[src/rtl/bsort_pkg.sv]
// Package: shared state encoding for the byte sort engine.
// Assumes: nothing beyond IEEE 1800-2017.
package bsort_pkg;

    typedef enum logic [2:0] {
        ST_IDLE = 3'd0,   // waiting for start
        ST_RD_J = 3'd1,   // read strobe for slot j
        ST_WT_J = 3'd2,   // slot j data returns, load held maximum
        ST_RD_K = 3'd3,   // read strobe for slot k
        ST_WT_K = 3'd4,   // slot k data returns, compare
        ST_WR_K = 3'd5,   // write old maximum into slot k
        ST_WR_J = 3'd6,   // write new maximum into slot j
        ST_DONE = 3'd7    // one-cycle completion
    } bsort_state_e;

endpackage

[src/rtl/bsort_index.sv]
// Module: outer (j) and inner (k) descending index counters.
// Assumes: load only with count >= 2; the controller never steps k below 0
// nor j below 1.
module bsort_index #(
    parameter int IDX_W = 8
) (
    input  logic             clk,
    input  logic             rst_n,
    input  logic             load_i,
    input  logic [IDX_W-1:0] count_i,
    input  logic             step_k_i,
    input  logic             step_j_i,
    output logic [IDX_W-1:0] j_o,
    output logic [IDX_W-1:0] k_o,
    output logic             k_zero_o,
    output logic             j_last_o
);

    localparam logic [IDX_W-1:0] ONE = IDX_W'(1);
    localparam logic [IDX_W-1:0] TWO = IDX_W'(2);

    logic [IDX_W-1:0] j_q;
    logic [IDX_W-1:0] k_q;

    // Index update: load on start, step inner, or begin the next outer pass.
    always_ff @(posedge clk) begin
        if (!rst_n) begin
            j_q <= '0;
            k_q <= '0;
        end else if (load_i) begin
            j_q <= count_i - ONE;
            k_q <= count_i - TWO;
        end else if (step_j_i) begin
            j_q <= j_q - ONE;
            k_q <= j_q - TWO;
        end else if (step_k_i) begin
            k_q <= k_q - ONE;
        end
    end

    // Output decode for loop termination.
    always_comb begin
        j_o      = j_q;
        k_o      = k_q;
        k_zero_o = (k_q == '0);
        j_last_o = (j_q == ONE);
    end

    // the inner index always stays below the outer one while stepping
    assert_k_below_j_R5: assert property (@(posedge clk) disable iff (!rst_n)
        (step_k_i || step_j_i) |-> (k_q < j_q));

    // the inner index never steps below zero
    assert_k_floor_R5: assert property (@(posedge clk) disable iff (!rst_n)
        step_k_i |-> (k_q != '0));

    // a new outer pass only starts while j is above 1
    assert_j_floor_R5: assert property (@(posedge clk) disable iff (!rst_n)
        step_j_i |-> (j_q > ONE));

endmodule

[src/rtl/bsort_maxreg.sv]
// Module: held-maximum register, swap candidate register and comparator.
// Assumes: rdata_i is valid in the cycles when ld_max_i or cap_i is high.
module bsort_maxreg #(
    parameter int DATA_W = 8
) (
    input  logic              clk,
    input  logic              rst_n,
    input  logic              ld_max_i,
    input  logic              cap_i,
    input  logic              promote_i,
    input  logic [DATA_W-1:0] rdata_i,
    output logic [DATA_W-1:0] max_o,
    output logic [DATA_W-1:0] cand_o,
    output logic              greater_o
);

    logic [DATA_W-1:0] max_q;
    logic [DATA_W-1:0] cand_q;

    // Held maximum: load from slot j, or take the swapped-in candidate.
    always_ff @(posedge clk) begin
        if (!rst_n) begin
            max_q <= '0;
        end else if (ld_max_i) begin
            max_q <= rdata_i;
        end else if (promote_i) begin
            max_q <= cand_q;
        end
    end

    // Candidate: capture the larger byte read from slot k.
    always_ff @(posedge clk) begin
        if (!rst_n) begin
            cand_q <= '0;
        end else if (cap_i) begin
            cand_q <= rdata_i;
        end
    end

    // Unsigned strict comparison of returned data against the maximum.
    always_comb begin
        greater_o = (rdata_i > max_q);
        max_o     = max_q;
        cand_o    = cand_q;
    end

    // a promotion only ever raises the held maximum
    assert_max_rises_R7: assert property (@(posedge clk) disable iff (!rst_n)
        promote_i |-> (cand_q > max_q));

endmodule

[src/rtl/bsort_ctrl.sv]
// Module: sequencing FSM for the descending two-index selection sort.
// Assumes: one memory access per cycle, read data one cycle after the strobe.
module bsort_ctrl
    import bsort_pkg::*;
#(
    parameter int IDX_W = 8
) (
    input  logic             clk,
    input  logic             rst_n,
    input  logic             start_i,
    input  logic [IDX_W-1:0] count_i,
    input  logic             greater_i,
    input  logic             k_zero_i,
    input  logic             j_last_i,
    output bsort_state_e     state_o,
    output logic             load_o,
    output logic             step_k_o,
    output logic             step_j_o,
    output logic             ld_max_o,
    output logic             cap_o,
    output logic             promote_o,
    output logic             busy_o,
    output logic             done_o
);

    localparam logic [IDX_W-1:0] MIN_SORT = IDX_W'(2);

    bsort_state_e state_q;
    bsort_state_e state_n;
    logic         adv;

    // State register.
    always_ff @(posedge clk) begin
        if (!rst_n) state_q <= ST_IDLE;
        else        state_q <= state_n;
    end

    // Next state and datapath strobes.
    always_comb begin
        state_n   = state_q;
        load_o    = 1'b0;
        step_k_o  = 1'b0;
        step_j_o  = 1'b0;
        ld_max_o  = 1'b0;
        cap_o     = 1'b0;
        promote_o = 1'b0;
        adv       = 1'b0;
        case (state_q)
            ST_IDLE: begin
                if (start_i) begin
                    if (count_i < MIN_SORT) begin
                        state_n = ST_DONE;
                    end else begin
                        load_o  = 1'b1;
                        state_n = ST_RD_J;
                    end
                end
            end
            ST_RD_J: state_n = ST_WT_J;
            ST_WT_J: begin
                ld_max_o = 1'b1;
                state_n  = ST_RD_K;
            end
            ST_RD_K: state_n = ST_WT_K;
            ST_WT_K: begin
                if (greater_i) begin
                    cap_o   = 1'b1;
                    state_n = ST_WR_K;
                end else begin
                    adv = 1'b1;
                end
            end
            ST_WR_K: state_n = ST_WR_J;
            ST_WR_J: begin
                promote_o = 1'b1;
                adv       = 1'b1;
            end
            ST_DONE: state_n = ST_IDLE;
            default: state_n = ST_IDLE;
        endcase
        if (adv) begin
            if (!k_zero_i) begin
                step_k_o = 1'b1;
                state_n  = ST_RD_K;
            end else if (j_last_i) begin
                state_n  = ST_DONE;
            end else begin
                step_j_o = 1'b1;
                state_n  = ST_RD_J;
            end
        end
    end

    // Status decode.
    always_comb begin
        state_o = state_q;
        busy_o  = (state_q != ST_IDLE);
        done_o  = (state_q == ST_DONE);
    end

    // completion is a single-cycle pulse
    assert_done_pulse_R3: assert property (@(posedge clk) disable iff (!rst_n)
        done_o |=> !done_o);

    // short arrays finish on the very next cycle
    assert_short_run_R2: assert property (@(posedge clk) disable iff (!rst_n)
        (state_q == ST_IDLE && start_i && count_i < MIN_SORT) |=> done_o);

    // a start while busy does not end or restart the run
    assert_start_ignored_R8: assert property (@(posedge clk) disable iff (!rst_n)
        (busy_o && !done_o && start_i) |=> busy_o);

    // comparison happens exactly one cycle after the inner read
    assert_compare_after_read_R6: assert property (@(posedge clk) disable iff (!rst_n)
        (state_q == ST_WT_K) |-> ($past(state_q) == ST_RD_K));

endmodule

[src/rtl/bytesort_engine.sv]
// Module: top of the in-place ascending byte array sort engine.
// Assumes: exclusive use of a synchronous single-port memory with one-cycle
// read latency; ADDR_W >= IDX_W; base + count fits in ADDR_W.
module bytesort_engine
    import bsort_pkg::*;
#(
    parameter int ADDR_W = 10,
    parameter int IDX_W  = 8,
    parameter int DATA_W = 8
) (
    input  logic              clk,
    input  logic              rst_n,
    input  logic              start_i,
    input  logic [ADDR_W-1:0] base_i,
    input  logic [IDX_W-1:0]  count_i,
    output logic [ADDR_W-1:0] mem_addr_o,
    output logic              mem_rd_o,
    output logic              mem_wr_o,
    output logic [DATA_W-1:0] mem_wdata_o,
    input  logic [DATA_W-1:0] mem_rdata_i,
    output logic              busy_o,
    output logic              done_o
);

    bsort_state_e      state;
    logic              load, step_k, step_j, ld_max, cap, promote;
    logic              greater, k_zero, j_last;
    logic [IDX_W-1:0]  j_idx, k_idx;
    logic [DATA_W-1:0] max_val, cand_val;
    logic [ADDR_W-1:0] base_q;
    logic [IDX_W-1:0]  count_q;
    logic [ADDR_W-1:0] addr_off;

    bsort_ctrl #(.IDX_W(IDX_W)) u_ctrl (
        .clk       (clk),
        .rst_n     (rst_n),
        .start_i   (start_i),
        .count_i   (count_i),
        .greater_i (greater),
        .k_zero_i  (k_zero),
        .j_last_i  (j_last),
        .state_o   (state),
        .load_o    (load),
        .step_k_o  (step_k),
        .step_j_o  (step_j),
        .ld_max_o  (ld_max),
        .cap_o     (cap),
        .promote_o (promote),
        .busy_o    (busy_o),
        .done_o    (done_o)
    );

    bsort_index #(.IDX_W(IDX_W)) u_index (
        .clk      (clk),
        .rst_n    (rst_n),
        .load_i   (load),
        .count_i  (count_i),
        .step_k_i (step_k),
        .step_j_i (step_j),
        .j_o      (j_idx),
        .k_o      (k_idx),
        .k_zero_o (k_zero),
        .j_last_o (j_last)
    );

    bsort_maxreg #(.DATA_W(DATA_W)) u_maxreg (
        .clk       (clk),
        .rst_n     (rst_n),
        .ld_max_i  (ld_max),
        .cap_i     (cap),
        .promote_i (promote),
        .rdata_i   (mem_rdata_i),
        .max_o     (max_val),
        .cand_o    (cand_val),
        .greater_o (greater)
    );

    // Run parameters captured when a start is accepted.
    always_ff @(posedge clk) begin
        if (!rst_n) begin
            base_q  <= '0;
            count_q <= '0;
        end else if (start_i && !busy_o) begin
            base_q  <= base_i;
            count_q <= count_i;
        end
    end

    // Memory port: address, strobes and write data from the current state.
    always_comb begin
        mem_rd_o    = (state == ST_RD_J) || (state == ST_RD_K);
        mem_wr_o    = (state == ST_WR_J) || (state == ST_WR_K);
        mem_wdata_o = (state == ST_WR_K) ? max_val : cand_val;
        if (state == ST_RD_J || state == ST_WR_J)
            mem_addr_o = base_q + ADDR_W'(j_idx);
        else
            mem_addr_o = base_q + ADDR_W'(k_idx);
        addr_off = mem_addr_o - base_q;
    end

    // the single port is never asked to read and write at once
    assert_no_rdwr_R9: assert property (@(posedge clk) disable iff (!rst_n)
        !(mem_rd_o && mem_wr_o));

    // every access lands inside the array
    assert_addr_in_array_R9: assert property (@(posedge clk) disable iff (!rst_n)
        (mem_rd_o || mem_wr_o) |-> (addr_off < ADDR_W'(count_q)));

    // a start during a run leaves the captured base untouched
    assert_base_held_R8: assert property (@(posedge clk) disable iff (!rst_n)
        (busy_o && start_i) |=> $stable(base_q));

    // idle after reset means no memory activity
    assert_idle_quiet_R1: assert property (@(posedge clk) disable iff (!rst_n)
        !busy_o |-> !(mem_rd_o || mem_wr_o));

endmodule

[config.mk]
export PLATFORM = sky130hd
export DESIGN_NAME = bytesort_engine
export DESIGN_NICKNAME = d
export VERILOG_FILES = /design/src/rtl/bsort_pkg.sv /design/src/rtl/bsort_index.sv /design/src/rtl/bsort_maxreg.sv /design/src/rtl/bsort_ctrl.sv /design/src/rtl/bytesort_engine.sv
export SDC_FILE = /design/constraint.sdc
export NUM_CORES = 1
export LEC_CHECK = 0
export ABC_AREA = 1
export BUFFER_PORTS_ARGS = -buffer_cell sky130_fd_sc_hd__clkbuf_2
export CORE_ASPECT_RATIO = 1.2
export CORE_MARGIN = 1.5
export CORE_UTILIZATION = 50
export CTS_CLUSTER_SIZE = 14
export DETAILED_ROUTE_END_ITERATION = 7
export GPL_TIMING_DRIVEN = 1
export PLACE_DENSITY = 0.71
export SLEW_MARGIN = 20
export SYNTH_ARGS = -nofsm -noshare
export SYNTH_HDL_FRONTEND = slang
export SYNTH_HIERARCHICAL = 1
export SYNTH_SLANG_ARGS = --single-unit
[constraint.sdc]
create_clock -name clk -period 6.03 [get_ports clk]
set_clock_uncertainty 0.05 [all_clocks]
set_input_delay 1.206 -clock clk [delete_from_list [all_inputs] [get_ports clk]]
set_output_delay 1.206 -clock clk [all_outputs]
set_load 0.005 [all_outputs]
After elaboration in Yosys (flattened, before gate mapping)
Index checks and enable logic that the tools add are counted.

word-level totals
  memories kept = 0
  word-level logic and storage cells = 68
  ROM bits = 0
  bits in registers = 45
  latch bits = 0
  memory bits (writable) = 0
  input bits = 29
  output and inout port bits = 22

operators by class
  $lt $le $gt $ge = 2
  $mul = 0
  bitwise logic cells = 0
  shifts and indexed selects = 0
  eq/ne operators = 10
  muxes and demuxes = 30
  reductions and logical operators = 13
  add/subtract/negate cells = 7
  div/mod/pow operators = 0

operators by type and width
  operator             count
  $mux 8               8
  $sub 8x1->8 const B  3
  $pmux 3 s7           1
  $add 10x8->10        2
  $mux 3               6
  $sub 8x2->8 const B  2
  $mux 1               13
  $eq 3x3->1 const B   4
  $mux 10              1
  $eq 8x1->1 const B   1
  $gt 8x8->1           1
  $logic_not 8->1      1
  $lt 8x2->1 const B   1
  $reduce_bool 8->1    1
  $eq 3x2->1 const B   2
  $ne 3x2->1 const B   2
  $reduce_bool 3->1    2
  $reduce_bool 2->1    2
  $eq 3x1->1 const B   1
  $logic_not 3->1      1
  $logic_or 1x1->1     3
  $reduce_and 3->1     1
  $pmux 1 s2           1
  $logic_and 1x1->1    1
  $logic_not 1->1      1

Longest topological paths before layout
Gate-level depths: netlist of the first run.

  word-level depth = 7
  depth in mapped cells = 23
  depth with buffers taken out = 22

Cells and area by module
Netlist of the first run, hierarchy kept.

by module, submodules not included
  module           times used  seq. area each (sq um)  area each (sq um)  cells each
  bsort_index      1           320.3                   1532.7             240
  bytesort_engine  1           200.2                   1027.2             157
  bsort_maxreg     1           320.3                   848.3              107
  bsort_ctrl       1           60.1                    335.3              60

Worst setup path before layout of the first run
No wires, ideal clock.

  path kind = reg2out
  from = reg u_ctrl.state_q[2], in the netlist u_ctrl/state_o[2]
  to = out mem_addr_o[8]
  slack = 2.755 ns
  arrival time = 2.019 ns
  buffers on the path = 0
  stages on the path, launching flop included = 12
  data required time = 4.774 ns
  cell sequence = dfxtp_1 > nand3_2 > nand3_1 > nand2_1 > ha_1 > fa_1 > nand3_1 > nand2_1 > nand2_1 > nand2_1 > nand2_1 > nand2_1

between the ends
  word-level cells in the longest chain between the ends = 3
  elaborated cells between the ends (all ways) = 4
  classes of those cells = eq/ne (2); mux (1); reduce/logical (1)

ends and longest elaborated chain
  what                                      line                   RTL
  start: declaration                        bsort_ctrl.sv:28       bsort_state_e state_q;
  start signal: assignment                  bsort_ctrl.sv:35       else state_q <= state_n;
  $eq 3x1->1 or $eq 3x3->1 (tied branches)  bytesort_engine.sv:94  if (state == ST_RD_J || state == ST_WR_J)
  $logic_or 1x1->1 (*)                      bytesort_engine.sv:94
  $mux 10 (*)                               bytesort_engine.sv:94
  end: declaration                          bytesort_engine.sv:16  output logic [ADDR_W-1:0] mem_addr_o,

Every way passes the cells marked *; elsewhere a longest branch is shown, timed or not.

Final worst setup path of the first run
Ends and elaborated chain as after synthesis.

==> results of run 1 <==
-- worst register-to-register path, stage by stage (launching register included) --
cell and delay [ns]:
dfxtp_1 0.36, inv_1 0.06, ha_1 0.28, nand2_1 0.07, nor2_1 0.16, nand2_1 0.07, a21oi_1 0.21, inv_2 0.08
o211ai_2 0.24, inv_1 0.07, nand2_1 0.08, inv_1 0.22, nor2_8 0.19, inv_4 0.08, nor2_8 0.14, inv_2 0.10
nand2_1 0.07, inv_1 0.04, nand2_1 0.05, a21oi_1 0.05
-- where the power goes --
part	switching, mW	internal [mW]	total, mW	leakage, nW
Combinational	0.773	0.473	1.25	1.72
Sequential	0.128	0.402	0.530	0.370
Clock	0.118	0.0826	0.200	0.0445
Total	1.02	0.957	1.98	2.13
-- worst min-delay path by stage --
stage | end | cells after the start
6_report | base_q[9]$_SDFFE_PN0P_ | 2
5_1_grt | base_q[9]$_SDFFE_PN0P_ | 2
4_1_cts | base_q[9]$_SDFFE_PN0P_ | 2
3_5_place_dp | base_q[9]$_SDFFE_PN0P_ | 2
3_3_place_gp | base_q[9]$_SDFFE_PN0P_ | 2
2_1_floorplan | base_q[9]$_SDFFE_PN0P_ | 2
-- final cells by class --
class,instances,share of cell area [%]
Inverter,81,7.65
Tap cell,90,2.72
Clock buffer,5,1.66
Timing Repair Buffer,53,6.59
Multi-Input combinational cell,428,59.1
Sequential cell,45,21.8
Clock inverter,3,0.514
-- synthesized netlist by cell type, types with 2 or more instances --
library cell / n
a21oi_1: 29
a21oi_2: 2
buf_2: 3
buf_6: 4
dfxtp_1: 45
ha_1: 26
inv_1: 64
inv_2: 14
inv_4: 2
mux2_2: 8
nand2_1: 116
nand2_2: 4
nand2_4: 3
nand3_1: 50
nand3_2: 2
nand4_1: 9
nor2_1: 72
nor2_2: 7
nor2_4: 3
nor2_8: 2
nor3_1: 12
o211ai_1: 5
o21ai_0: 27
o21ai_1: 14
o21ai_2: 2
o221ai_1: 7
xor2_1: 10
-- through the flow --
stage          power, mW  hold slack [ns]  area, sq um  setup slack (ns)
2_1_floorplan       1.45            0.393         3740              2.75
3_3_place_gp        1.75            0.409         4050              2.42
3_5_place_dp        1.77            0.419         4050              2.37
4_1_cts             1.98            0.435         4140              2.03
5_1_grt             2.18            0.470         4140              1.83
6_report            1.98            0.431         4140              2.07
-- cell families after synthesis --
group | after synthesis | share of synthesized area (%)
and+or+nand+nor | 286 | 35.6
AOI/OAI and AO/OA | 96 | 15.4
buffers and inverters | 91 | 10.7
DFF | 45 | 24.1
adders and majority gates | 27 | 9.22
xor gates and xnor gates | 11 | 2.57
muxes | 8 | 2.41
-- sequential cells by signal, summed over array words and instances (netlist names) --
| register | flops |
|---|---|
| base_q | 10 |
| u_index/j_o | 8 |
| u_index/k_o | 8 |
| u_maxreg/cand_o | 8 |
| u_maxreg/max_o | 8 |
| u_ctrl/state_o | 3 |
-- routing by layer --
metal	global-route usage [%]	vias to the layer above	wire, microns
met5	0	-	0
met4	9.39	0	269
met3	3.83	21	472
met2	41.7	114	4570
met1	31.3	1724	3980
li1	-	1970	-
==> flow_metrics.py, run 1 <==
metrics = {
    "run_status": {
        "status": "complete, no violations",
    },
    "cells_and_area": {
        "final_cells": 705,
        "layout.nets": 670,
        "finish.utilization_pct": 57.2,
        "diodes": 0,
        "seq_area_sq_um": 901,
        "n_fill_cell": 742,
        "drive_above_1_share_pct": 19.0,
        "area_delta_synth_final_pct": 10.6,
        "final_common_cell": "nand2_1",
        "multiInputGateArea_sq_um": 2450,
        "final_cell_mix": "nand2_1 (116), nor2_1 (72), inv_1 (64), nand3_1 (50), clkbuf_2 (50)",
    },
    "clock_network": {
        "clk_pin_slew_ns": 0.10,
        "clock_latency_ns": 0.31,
        "cts_setup_buffers": 0,
        "cts_tree": "yes",
        "cts_resized": 0,
        "root_buffer": "clkbuf_8",
        "cts_hold_buf": 0,
        "h-tree-depth": 2,
        "cts_inserted_buffers": 5,
        "cts_sinks": 45,
        "cts.path.max_buffers": 2,
    },
    "yosys": {
        "synth_area_sq_um": 3740,
        "synth_edf_count": 0,
        "yosys-top-cells-area": "dfxtp_1 (24%), nand2_1 (12%), ha_1 (8.7%), nor2_1 (7.2%), nand3_1 (6.7%)",
        "ys_ff_latch": 45,
        "async_reset_ff_share_pct": 0,
        "synth_top_flop_cell": "dfxtp_1",
        "yosysTopAreaCellShare_pct": 24.1,
        "synth_cell_types": 49,
        "yosysWarnings": 6,
        "synth.avg_cell_area_sq_um": 6.64,
        "synth.largest_area_cell": "dfxtp_1",
        "synth_nets": 620,
        "yosysSeqAreaShare_pct": 24.1,
        "syn_inst": 564,
    },
    "power_and_ir_drop": {
        "power.density_nw_per_um2": 477,
        "ir_drop_uv": 187,
        "p_leak_nw": 2.13,
    },
    "placement": {
        "place_inst": 697,
        "portBuffers": 50,
        "dp_hpwl_microns": 7230,
        "gp_congestion": 0.862,
    },
    "drt": {
        "drcViolationCount": 0,
        "drt_pre_antenna_iters": 6,
        "vias": 3829,
        "routed_wl_microns": 9290,
        "drt_iter0_markers": 157,
        "routedWlPerCell_microns": 13.2,
        "ant_nets": 0,
        "vias_per_cell": 5.43,
    },
    "job": {
        "max_cap_viol_count": 0,
    },
    "floorplanning": {
        "ioPinCount": 51,
        "initial_core_util_pct": 51.8,
        "core_sq_um": 7230,
        "die_h_microns": 97.8,
        "die_w_microns": 82.0,
        "dieArea_sq_um": 8020,
        "rows": 34,
    },
    "critical_path": {
        "crit_end": "mem_addr_o[8]",
        "critical_path_required_ns": 4.77,
        "reg2reg_to": "u_index/k_o[6]$_SDFFE_PN0P_",
        "cpPeakStageDelay_ns": 0.63,
        "worst_path_dominant_cell_family": "simple AND/OR/NAND/NOR gates",
        "reg2reg_slack_ns": 3.27,
        "cp-start-kind": "flop",
        "cp.depth": 11,
        "worst-r2r-cell-count": 19,
        "crit_fanout": 10,
        "end_kind": "output port",
        "crit_path_top_delay_cell": "dfxtp_1",
        "critPathArrivalTime_ns": 2.70,
        "crit_type": "reg2out",
        "critPathLaunch": "u_ctrl/state_o[2]$_SDFFE_PN0P_",
        "cp_common_cell": "nand2_1",
        "crit_buf_inv": 1,
        "crit_chain": "nand3_2 -> nand3_1 -> nand2_1 -> ha_1 -> fa_1 -> nand3_1 -> nand2_1 -> nand2_1 -> nand3_1 -> nand2_1 -> clkbuf_2",
        "r2r_start": "u_maxreg/max_o[7]$_SDFFE_PN0P_",
    },
    "hold_path": {
        "min_path_type": "reg2reg",
        "min_from": "base_q[9]$_SDFFE_PN0P_",
    },
    "global_routing": {
        "grt_overflow": 0,
        "grt_usage_pct": 24.8,
        "antenna_found_initial": 0,
        "grt_pass1_wl_microns": 16000,
        "grt_max_degree": 39,
        "grt_pass1_vias": 3605,
    },
    "sta": {
        "tns_ns": 0,
        "fmax_ghz": 0.253,
        "worstMarginPinSlew_ns": 0.711,
        "hold_viol_final": 0,
        "post-route-period-util_pct": 65.6,
        "rsz0062_at_grt": "false",
        "fin_crit_ns": 3.96,
        "drv_slew": 0,
        "relSlewSlack_pct": 52.6,
        "setup_violations": 0,
    },
}
Power figures use the tool's default switching activity.
==> inputs of run 2 (changes only) <==
- PLACE_DENSITY: 0.71 -> 0.74
- clock period: 6.03 -> 3.4 ns (I/O delays scaled with it)
==> run 2 against run 1 <==
  * Flip-flop and latch count did not move
  * Cell area rose by 1.0%
  * Clock power rose by 77%
  * Die area is the same
  * Critical path type unchanged
  * Largest cell class unchanged
  * Largest power group unchanged
==> flow_metrics.py, run 2 (synthesis results as in run 1) <==
metrics = {
    "cells_and_area": {
        "multiInputGateArea_sq_um": 2450,
        "layout.nets": 675,
        "final_common_cell": "nand2_1",
        "top_register": "base_q",
        "drive_above_1_share_pct": 20.2,
        "final_cell_mix": "nand2_1 (116), nor2_1 (72), inv_1 (64), nand3_1 (50), clkbuf_2 (50)",
        "fin_area_sq_um": 4180,
        "largest_reg_flops": 10,
        "seq_area_sq_um": 905,
        "n_fill_cell": 719,
        "diodes": 0,
        "area_delta_synth_final_pct": 11.7,
    },
    "drt": {
        "ant_nets": 0,
        "drt_iter0_markers": 179,
        "routedWlPerCell_microns": 13.2,
        "routed_wl_microns": 9400,
        "drt_pre_antenna_iters": 5,
        "vias": 3837,
        "drcViolationCount": 0,
        "vias_per_cell": 5.40,
    },
    "global_routing": {
        "grt_max_degree": 30,
        "busiest_layer": "met2",
        "grt_pass1_vias": 3569,
        "met1_usage_pct": 28.5,
        "grt_pass1_wl_microns": 15700,
        "antenna_found_initial": 0,
        "grt_overflow": 0,
        "grt_usage_pct": 24.5,
        "grt_use_met2_pct": 44.1,
        "gr-usage-met3_pct": 3.74,
    },
    "clock_network": {
        "cts_hold_buf": 0,
        "cts_sinks": 45,
        "cts.path.max_buffers": 2,
        "root_buffer": "clkbuf_8",
        "h-tree-depth": 2,
        "clock_latency_ns": 0.31,
        "cts_inserted_buffers": 5,
        "cts_tree": "yes",
        "clk_pin_slew_ns": 0.09,
    },
    "floorplanning": {
        "ioPinCount": 51,
        "die_h_microns": 97.8,
        "initial_core_util_pct": 51.8,
        "die_w_microns": 82.0,
        "dieArea_sq_um": 8020,
        "rows": 34,
        "core_sq_um": 7230,
    },
    "critical_path": {
        "critical_path_required_ns": 2.67,
        "r2r_start": "u_index/j_o[1]$_SDFFE_PN0P_",
        "reg2reg_slack_ns": 0.80,
        "crit_fanout": 9,
        "crit_type": "reg2out",
        "critPathArrivalTime_ns": 2.43,
        "cp-start-kind": "flop",
        "end_kind": "output port",
        "worst-r2r-cell-count": 15,
        "reg2reg_to": "u_index/k_o[6]$_SDFFE_PN0P_",
    },
    "placement": {
        "portBuffers": 50,
        "postPlaceCellArea_sq_um": 4090,
        "gp_congestion": 0.961,
        "dp_hpwl_microns": 7430,
    },
    "sta": {
        "setup_violations": 0,
        "rsz0062_at_grt": "false",
        "relSlewSlack_pct": 56.7,
        "tns_ns": 0,
        "hold_viol_final": 0,
        "fmax_ghz": 0.316,
        "fin_crit_ns": 3.16,
        "worstMarginPinSlew_ns": 0.643,
        "drv_slew": 0,
        "post-route-period-util_pct": 93.1,
    },
    "hold_path": {
        "min_from": "base_q[9]$_SDFFE_PN0P_",
        "hold_end": "base_q[9]$_SDFFE_PN0P_",
        "min_path_type": "reg2reg",
        "whs_path_depth": 2,
    },
    "power_and_ir_drop": {
        "clkPwrFrac_pct": 10.0,
        "swShare_pct": 51.3,
        "power.density_nw_per_um2": 844,
        "p_leak_nw": 2.15,
        "p_int_mw": 1.72,
        "switchingPower_mw": 1.81,
        "combPwrFrac_pct": 63.5,
        "p_seq_share_pct": 26.5,
        "ir_drop_uv": 365,
        "p_total_mw": 3.53,
    },
    "run_status": {
        "status": "complete, no violations",
    },
    "job": {
        "max_cap_viol_count": 0,
    },
}
-- run 2: cell types whose count changed in the layout (fill, tap and decap cells not counted) --
cell,change
dfxtp_1,-3
clkinvlp_4,+2
buf_4,+5
inv_6,-1
clkinv_2,-1
dfxtp_2,+3
-- run 2: stage by stage --
step,util (%),hold WS [ns],std cells,worst slack [ns]
after floorplan,-,0.393,564,0.651
after global placement,56.5,0.407,702,0.454
after detailed placement,56.5,0.418,702,0.410
after CTS,57.8,0.433,710,0.0832
after global routing,57.8,0.463,710,0.00200
final,57.8,0.428,710,0.236
-- run 2: worst max-delay path, stage by stage, from the launching register on --
cell and delay [ns]:
dfxtp_2 0.46, inv_2 0.08, nor2_2 0.16, nand2_4 0.11
nand3_1 0.10, nand2_1 0.07, ha_1 0.21, fa_1 0.43
nand3_1 0.11, nand2_1 0.09, nand2_1 0.09, nand2_1 0.05
nand2_1 0.05, nand2_1 0.04, clkbuf_2 0.10
-- run 2: worst max-delay path by stage --
stage | start | depth (start not counted) | endpoint
after floorplan | u_ctrl/state_o[2]$_SDFFE_PN0P_ | 11 | mem_addr_o[8]
after global placement | mem_rdata_i[7] | 19 | u_index/k_o[6]$_SDFFE_PN0P_
after detailed placement | mem_rdata_i[3] | 21 | u_index/k_o[6]$_SDFFE_PN0P_
after CTS | u_ctrl/state_o[0]$_SDFFE_PN0P_ | 14 | mem_addr_o[8]
after global routing | u_ctrl/state_o[0]$_SDFFE_PN0P_ | 14 | mem_addr_o[8]
final | u_ctrl/state_o[0]$_SDFFE_PN0P_ | 14 | mem_addr_o[8]
-- run 2: power groups by stage --
| stage | Clock [mW] | Sequential, mW | Combinational, mW |
|---|---|---|---|
| 2_1_floorplan | 0 | 0.882 | 1.69 |
| 3_3_place_gp | 0 | 0.932 | 2.18 |
| 3_5_place_dp | 0 | 0.939 | 2.22 |
| 4_1_cts | 0.363 | 0.928 | 2.24 |
| 5_1_grt | 0.379 | 0.962 | 2.57 |
| 6_report | 0.354 | 0.934 | 2.24 |
-- run 2: repair_timing --
action | in CTS | in global routing
setup endpoints to repair | 0 | 5
endpoints found under the hold margin | 0 | 0
buffers inserted | 0 | 0
resized for setup | 0 | 3
-- run 2: cell type report --
cell class              count  share of cell area [%]
inverters                  81                    7.57
well taps                  90                    2.69
flip-flops and latches     45                    21.6
multi-input cells         428                    58.5
repair buffers             58                    7.42
clock buffers               5                    1.65
clock inverters             3                   0.539
-- run 2: per-layer routing --
| metal | share of wire, % | vias to the layer above |
|---|---|---|
| met5 | 0 | - |
| met4 | 2.9 | 0 |
| met3 | 4.1 | 24 |
| met2 | 51 | 101 |
| met1 | 42 | 1745 |
| li1 | - | 1967 |
